[src/rtl/imm_exec_pkg.sv]
// Shared encodings and operation codes for the immediate execute stage.
// Assumes the standard 32-bit instruction layout: opcode in bits 6:0,
// funct3 in bits 14:12, immediate in the top bits.
package imm_exec_pkg;
    localparam logic [6:0] OPC_IMM   = 7'b0010011;
    localparam logic [6:0] OPC_IMM32 = 7'b0011011;
    localparam logic [6:0] OPC_LUI   = 7'b0110111;

    typedef enum logic [3:0] {
        ALU_ADD,
        ALU_SLT,
        ALU_SLTU,
        ALU_XOR,
        ALU_OR,
        ALU_AND,
        ALU_SLL,
        ALU_SRL,
        ALU_SRA,
        ALU_PASS
    } alu_op_e;
endpackage

[src/rtl/imm_exec_decode.sv]
// Instruction decoder for the immediate execute stage.
// Produces the operation, the immediate operand, the shift amount, the
// word-mode select and the reserved flag. Assumes XLEN >= 64.
module imm_exec_decode
    import imm_exec_pkg::*;
#(
    parameter int XLEN = 64,
    parameter int SHW  = $clog2(XLEN)
) (
    input  logic [31:0]     instr_i,
    output alu_op_e         op_o,
    output logic [XLEN-1:0] imm_o,
    output logic [SHW-1:0]  shamt_o,
    output logic            word_o,
    output logic            bad_o
);
    logic [6:0] opc;
    logic [2:0] f3;
    logic [5:0] hi6;
    logic [6:0] hi7;
    logic       unused_rd;

    assign opc       = instr_i[6:0];
    assign f3        = instr_i[14:12];
    assign hi6       = instr_i[31:26];
    assign hi7       = instr_i[31:25];
    assign unused_rd = ^instr_i[11:7];
    assign shamt_o   = instr_i[20 +: SHW];

    // Decode opcode, funct3 and the upper immediate bits into an operation
    always_comb begin
        op_o   = ALU_ADD;
        word_o = 1'b0;
        bad_o  = 1'b0;
        imm_o  = {{(XLEN-12){instr_i[31]}}, instr_i[31:20]};
        case (opc)
            OPC_IMM: begin
                case (f3)
                    3'b000: op_o = ALU_ADD;
                    3'b010: op_o = ALU_SLT;
                    3'b011: op_o = ALU_SLTU;
                    3'b100: op_o = ALU_XOR;
                    3'b110: op_o = ALU_OR;
                    3'b111: op_o = ALU_AND;
                    3'b001: begin
                        op_o  = ALU_SLL;
                        bad_o = (hi6 != 6'b000000);
                    end
                    default: begin
                        op_o  = instr_i[30] ? ALU_SRA : ALU_SRL;
                        bad_o = (hi6 != 6'b000000) && (hi6 != 6'b010000);
                    end
                endcase
            end
            OPC_IMM32: begin
                word_o = 1'b1;
                case (f3)
                    3'b000: op_o = ALU_ADD;
                    3'b001: begin
                        op_o  = ALU_SLL;
                        bad_o = (hi7 != 7'b0000000);
                    end
                    3'b101: begin
                        op_o  = instr_i[30] ? ALU_SRA : ALU_SRL;
                        bad_o = (hi7 != 7'b0000000) && (hi7 != 7'b0100000);
                    end
                    default: bad_o = 1'b1;
                endcase
            end
            OPC_LUI: begin
                op_o  = ALU_PASS;
                imm_o = {{(XLEN-32){instr_i[31]}}, instr_i[31:12], 12'b0};
            end
            default: bad_o = 1'b1;
        endcase
    end
endmodule

[src/rtl/imm_exec_alu.sv]
// Width-generic arithmetic/logic unit for one operand and an immediate.
// Used once at full width and once at word width. Assumes W is a power of two.
module imm_exec_alu
    import imm_exec_pkg::*;
#(
    parameter int W   = 64,
    parameter int SHW = $clog2(W)
) (
    input  logic [W-1:0]   a_i,
    input  logic [W-1:0]   b_i,
    input  logic [SHW-1:0] shamt_i,
    input  alu_op_e        op_i,
    output logic [W-1:0]   res_o
);
    logic lt_s;
    logic lt_u;

    assign lt_s = $signed(a_i) < $signed(b_i);
    assign lt_u = a_i < b_i;

    // Select the operation result
    always_comb begin
        case (op_i)
            ALU_ADD:  res_o = a_i + b_i;
            ALU_SLT:  res_o = {{(W-1){1'b0}}, lt_s};
            ALU_SLTU: res_o = {{(W-1){1'b0}}, lt_u};
            ALU_XOR:  res_o = a_i ^ b_i;
            ALU_OR:   res_o = a_i | b_i;
            ALU_AND:  res_o = a_i & b_i;
            ALU_SLL:  res_o = a_i << shamt_i;
            ALU_SRL:  res_o = a_i >> shamt_i;
            ALU_SRA:  res_o = $signed(a_i) >>> shamt_i;
            default:  res_o = b_i;
        endcase
    end
endmodule

[src/rtl/imm_exec_unit.sv]
// Top of the immediate execute stage: decoder, a full-width ALU and a
// word-width ALU, then result selection with sign extension. Purely
// combinational; the surrounding pipeline registers the outputs.
module imm_exec_unit
    import imm_exec_pkg::*;
#(
    parameter int XLEN = 64
) (
    input  logic [31:0]     instr_i,
    input  logic [XLEN-1:0] rs1_i,
    output logic [XLEN-1:0] result_o,
    output logic            wr_en_o,
    output logic            rsvd_o
);
    localparam int WLEN = 32;
    localparam int SHW  = $clog2(XLEN);
    localparam int WSHW = $clog2(WLEN);

    alu_op_e         op;
    logic [XLEN-1:0] imm;
    logic [SHW-1:0]  shamt;
    logic            word;
    logic            bad;
    logic [XLEN-1:0] full_res;
    logic [WLEN-1:0] word_res;

    imm_exec_decode #(.XLEN(XLEN), .SHW(SHW)) u_dec (
        .instr_i (instr_i),
        .op_o    (op),
        .imm_o   (imm),
        .shamt_o (shamt),
        .word_o  (word),
        .bad_o   (bad)
    );

    imm_exec_alu #(.W(XLEN), .SHW(SHW)) u_alu_full (
        .a_i     (rs1_i),
        .b_i     (imm),
        .shamt_i (shamt),
        .op_i    (op),
        .res_o   (full_res)
    );

    imm_exec_alu #(.W(WLEN), .SHW(WSHW)) u_alu_word (
        .a_i     (rs1_i[WLEN-1:0]),
        .b_i     (imm[WLEN-1:0]),
        .shamt_i (shamt[WSHW-1:0]),
        .op_i    (op),
        .res_o   (word_res)
    );

    // Pick the lane, sign-extend word results, and quiet flagged encodings
    always_comb begin
        rsvd_o  = bad;
        wr_en_o = !bad;
        if (bad)
            result_o = '0;
        else if (word)
            result_o = {{(XLEN-WLEN){word_res[WLEN-1]}}, word_res};
        else
            result_o = full_res;
    end

    // Checks on the port behaviour
    always_comb begin

        unknown_opc_chk: assert (((instr_i[6:0] == OPC_IMM) || (instr_i[6:0] == OPC_IMM32) ||
                                  (instr_i[6:0] == OPC_LUI)) || rsvd_o);

        word_shift_rsvd_chk: assert (!((instr_i[6:0] == OPC_IMM32) && instr_i[25] &&
                                       ((instr_i[14:12] == 3'b001) || (instr_i[14:12] == 3'b101))) || rsvd_o);

        rsvd_quiet_chk: assert (!rsvd_o || (!wr_en_o && (result_o == '0)));

        slt_bool_chk: assert (!((op == ALU_SLT || op == ALU_SLTU) && !word && wr_en_o) ||
                              (result_o[XLEN-1:1] == '0));

        lui_low_zero_chk: assert (!(instr_i[6:0] == OPC_LUI) || (wr_en_o && (result_o[11:0] == 12'b0)));

        word_sext_chk: assert (!(word && wr_en_o) ||
                               (result_o[XLEN-1:WLEN-1] == '0) || (&result_o[XLEN-1:WLEN-1]));
    end
endmodule

[config.mk]
export PLATFORM = sky130hd
export DESIGN_NAME = imm_exec_unit
export DESIGN_NICKNAME = d
export VERILOG_FILES = /design/src/rtl/imm_exec_pkg.sv /design/src/rtl/imm_exec_decode.sv /design/src/rtl/imm_exec_alu.sv /design/src/rtl/imm_exec_unit.sv
export SDC_FILE = /design/constraint.sdc
export NUM_CORES = 1
export LEC_CHECK = 0
export BUFFER_PORTS_ARGS = -buffer_cell sky130_fd_sc_hd__buf_2
export CAP_MARGIN = 0
export CORE_ASPECT_RATIO = 1.5
export CORE_MARGIN = 5
export CORE_UTILIZATION = 36
export DETAILED_ROUTE_END_ITERATION = 16
export PLACE_DENSITY_LB_ADDON = 0.3
export RECOVER_POWER = 50
export SLEW_MARGIN = 0
export SYNTH_ARGS = -nofsm -noshare
export SYNTH_HDL_FRONTEND = slang
export SYNTH_SLANG_ARGS = --single-unit
[constraint.sdc]
create_clock -name vclk -period 10.2
set_input_delay 1.53 -clock vclk [all_inputs]
set_output_delay 1.53 -clock vclk [all_outputs]
set_load 0.01 [all_outputs]
==> summary.txt <==
=====================================================================================
Standard-cell row count                                                           106
Max-slew headroom                                                             -26.99%
Fraction of the core area covered by cells at the end of the flow              37.83%
Total design power                                                            1174 uW
Post-DP HPWL                                                                 94020 um
Count of pins over their slew limit                                                32
Highest-delay cell along the critical path                               sky130_fd_sc_hd__clkbuf_1
Endpoint class of the critical path                                       output port
Starting density of the core                                                   36.26%
Pre-Repair DR Iteration Count                                                       7
Pin count of the biggest net entering global routing                              143
Leak                                                                      0.008705 uW
Antenna Diode Count                                                                 0
Highest net fanout along the worst path                                            35
Unrepaired setup endpoints after global routing                                 false
Total of buffers placed on input and output ports                                 157
Number of primary I/O pins                                                        162
Outcome                                                                  complete, but fails checks
Endpoint of the most critical setup path                                 result_o[45]
Final nets                                                                       3121
Logic pwr share                                                                100.0%
Highest ir drop seen on vdd                                                0.02898 mV
Cell repeated most along the worst path                                  sky130_fd_sc_hd__nand3_1
Total area of multi-input combinational cells                             18320 sq um
Final-report setup violation count                                                  0
Share of final-layout standard cells stronger than drive strength 1            15.40%
Wire length of the first global-routing pass                                173500 um
Dominant delay contributor by cell family on the critical path           simple AND/OR/NAND/NOR gates
Startpoint of the worst setup timing path                                  instr_i[6]
Leftover overflow at the end of global routing                                      0
Signal arrival time at the worst endpoint                                     7650 ps
Nets in the synthesized netlist                                                  3179
Post-route setup TNS                                                             0 ps
Maximum single-stage delay on the critical path                                820 ps
Maximum clock frequency                                                     109.0 MHz
Post-Route WL                                                               123600 um
Starting DRT DRC Count                                                           3509
Worst setup path category                                                input port to output port
Yosys synthesis warning count                                                       0
Number of antenna violations at the first check in global routing                   5
Post-Synthesis Mean Instance Area                                         6.971 sq um
Classification of the worst-slack hold path                              input port to output port
Number of global-route vias before repair                                       23590
Internal power component                                                     401.5 uW
Overall die width                                                            203.2 um
Average vias per placed instance                                                7.163
Cells after synthesis                                                            2891
Reg power frac                                                                     0%
Area of the mapped netlist                                                20150 sq um
Number of vias after detailed routing                                           25310
Clkbuf count                                                                        0
Global-route total usage across every layer                                    38.31%
Final Cycle Share                                                              89.98%
Layout Area Growth over Synthesis                                              4.309%
Transition time of the tightest slew-check pin                                1905 ps
Switching Fraction                                                             65.79%
Most frequent cells in the layout                                        sky130_fd_sc_hd__nand2_1 (344), sky130_fd_sc_hd__nor2_1 (305), sky130_fd_sc_hd__a21oi_1 (261)
Power density relative to cell area                                      55.83 nW/um^2
Routability-driven placement congestion ratio                                   1.131
P_sw                                                                         772.2 uW
Sequential element share of the synthesized area                                   0%
Standard cell core area                                                   55570 sq um
Type of element launching the critical path                                input port
Critical path buffer and inverter count                                             4
Final routed wire length divided by cell count                               34.98 um
Violations in the final reports                                          capacitance limit, slew limit
Number of flip-flops and latches                                                    0
Number of buffers added for setup after CTS                                         0
Post-cts repair resize count                                                        0
Remaining antenna violation count after routing                                     0
Hold Vio Cnt, Final                                                                 0
Fillers                                                                          6108
Sequential cell area                                                          0 sq um
Max-capacitance violation count                                                     1
Unique cell type count in the Yosys netlist                                        96
CP Cell Sequence                                                         buf_2 > and4b_1 > and2_2 > clkbuf_1 > nand2_1 > nand2_1 > ha_1 > a21oi_1 > or3b_1 > o21ai_2 > nand3_1 > o2bb2ai_1 > nand3_1 > nand3_1 > buf_4 > a31oi_1 > buf_2
Critical Path Stages                                                               17
Part of the total power dissipated in the clock network                            0%
Hold-fix buffers, CTS                                                               0
DRC                                                                                 0
Endpoint required time on the critical path                                   8670 ps
Minimum clock period                                                          9178 ps
Die Ht                                                                       299.8 um
Floorplan die area                                                        60910 sq um
Most frequent standard cell in the layout excluding fill and tap cells   sky130_fd_sc_hd__nand2_1
=====================================================================================
-- worst min-delay path by stage --
| stage | cells past startpoint | startpoint | to | slack [ps] |
|---|---|---|---|---|
| final | 4 | instr_i[15] | result_o[15] | 3440 |
| after global placement | 4 | instr_i[15] | result_o[15] | 3460 |
| after global routing | 4 | instr_i[15] | result_o[15] | 3500 |
| after CTS | 4 | instr_i[15] | result_o[15] | 3470 |
| after floorplan | 2 | instr_i[12] | result_o[12] | 3200 |
| after detailed placement | 4 | instr_i[15] | result_o[15] | 3470 |
-- routing by layer --
metal  GRT usage, %  part of all wire (%)
met1          46.83                    36
met2          61.04                    45
met3          5.750                   9.5
met4          28.07                    10
met5              0                 0.049
-- per-stage QoR --
step	cells	hold WS [ps]	setup WS (ps)	area, sq um
2_1_floorplan	2891	3195	2967	20150
3_3_place_gp	3533	3463	1768	21060
3_5_place_dp	3533	3470	1763	21060
4_1_cts	3533	3472	1735	21060
5_1_grt	3533	3495	863.5	21020
6_report	3533	3445	1022	21020
-- power by group through the flow --
| stage | Combinational (uW) | Sequential, uW | Clock, uW |
|---|---|---|---|
| finish | 1170 | 0 | 0 |
| floorplan | 738 | 0 | 0 |
| CTS | 1130 | 0 | 0 |
| global route | 1230 | 0 | 0 |
| global placement | 1130 | 0 | 0 |
| detailed placement | 1120 | 0 | 0 |
-- cells in the mapped netlist (10+ instances only) --
| master | count | area (sq um) |
|---|---|---|
| sky130_fd_sc_hd__a2111oi_0 | 10 | 87.58 |
| sky130_fd_sc_hd__a211o_1 | 12 | 105.1 |
| sky130_fd_sc_hd__a211oi_1 | 58 | 435.4 |
| sky130_fd_sc_hd__a21o_1 | 46 | 345.3 |
| sky130_fd_sc_hd__a21oi_1 | 262 | 1311 |
| sky130_fd_sc_hd__a221oi_1 | 34 | 297.8 |
| sky130_fd_sc_hd__a22oi_1 | 13 | 97.59 |
| sky130_fd_sc_hd__a31oi_1 | 55 | 344.1 |
| sky130_fd_sc_hd__a32oi_1 | 10 | 87.58 |
| sky130_fd_sc_hd__and2_1 | 26 | 162.7 |
| sky130_fd_sc_hd__and3_1 | 26 | 162.7 |
| sky130_fd_sc_hd__buf_1 | 22 | 82.58 |
| sky130_fd_sc_hd__buf_2 | 51 | 255.2 |
| sky130_fd_sc_hd__buf_4 | 20 | 150.1 |
| sky130_fd_sc_hd__buf_6 | 13 | 146.4 |
| sky130_fd_sc_hd__clkbuf_1 | 167 | 626.9 |
| sky130_fd_sc_hd__ha_1 | 191 | 2390 |
| sky130_fd_sc_hd__inv_1 | 137 | 514.2 |
| sky130_fd_sc_hd__mux2_2 | 52 | 585.6 |
| sky130_fd_sc_hd__mux2i_1 | 102 | 1021 |
| sky130_fd_sc_hd__mux4_2 | 136 | 3063 |
| sky130_fd_sc_hd__nand2_1 | 344 | 1291 |
| sky130_fd_sc_hd__nand2b_1 | 29 | 181.4 |
| sky130_fd_sc_hd__nand3_1 | 62 | 310.3 |
| sky130_fd_sc_hd__nand4_1 | 23 | 143.9 |
| sky130_fd_sc_hd__nor2_1 | 309 | 1160 |
| sky130_fd_sc_hd__nor2b_1 | 12 | 75.07 |
| sky130_fd_sc_hd__nor3_1 | 62 | 310.3 |
| sky130_fd_sc_hd__nor4_1 | 20 | 125.1 |
| sky130_fd_sc_hd__o2111ai_1 | 13 | 113.9 |
| sky130_fd_sc_hd__o211ai_1 | 36 | 270.3 |
| sky130_fd_sc_hd__o21a_1 | 16 | 120.1 |
| sky130_fd_sc_hd__o21ai_0 | 211 | 1056 |
| sky130_fd_sc_hd__o21ai_1 | 14 | 70.07 |
| sky130_fd_sc_hd__o21bai_1 | 27 | 202.7 |
| sky130_fd_sc_hd__o221ai_1 | 14 | 122.6 |
| sky130_fd_sc_hd__o22ai_1 | 28 | 175.2 |
| sky130_fd_sc_hd__o31ai_1 | 12 | 90.09 |
| sky130_fd_sc_hd__or3_1 | 14 | 87.58 |
| sky130_fd_sc_hd__xnor2_1 | 19 | 166.4 |
-- area by class of cell --
cell class	count	area share, %
well taps	702	4.179
repair buffers	220	6.167
inverters	140	2.518
multi-input cells	2471	87.14
-- cell families after synthesis --
kind of cell             share of synthesized area (%)
multiplexers                                     24.28
adder cells (fa/ha/maj)                          11.96
AO/OA/AOI/OAI                                    31.43
XOR/XNOR                                         1.087
buffers and inverters                            9.313
AND/OR/NAND/NOR                                  21.93
Note: power is estimated with default switching activity, not from simulation.
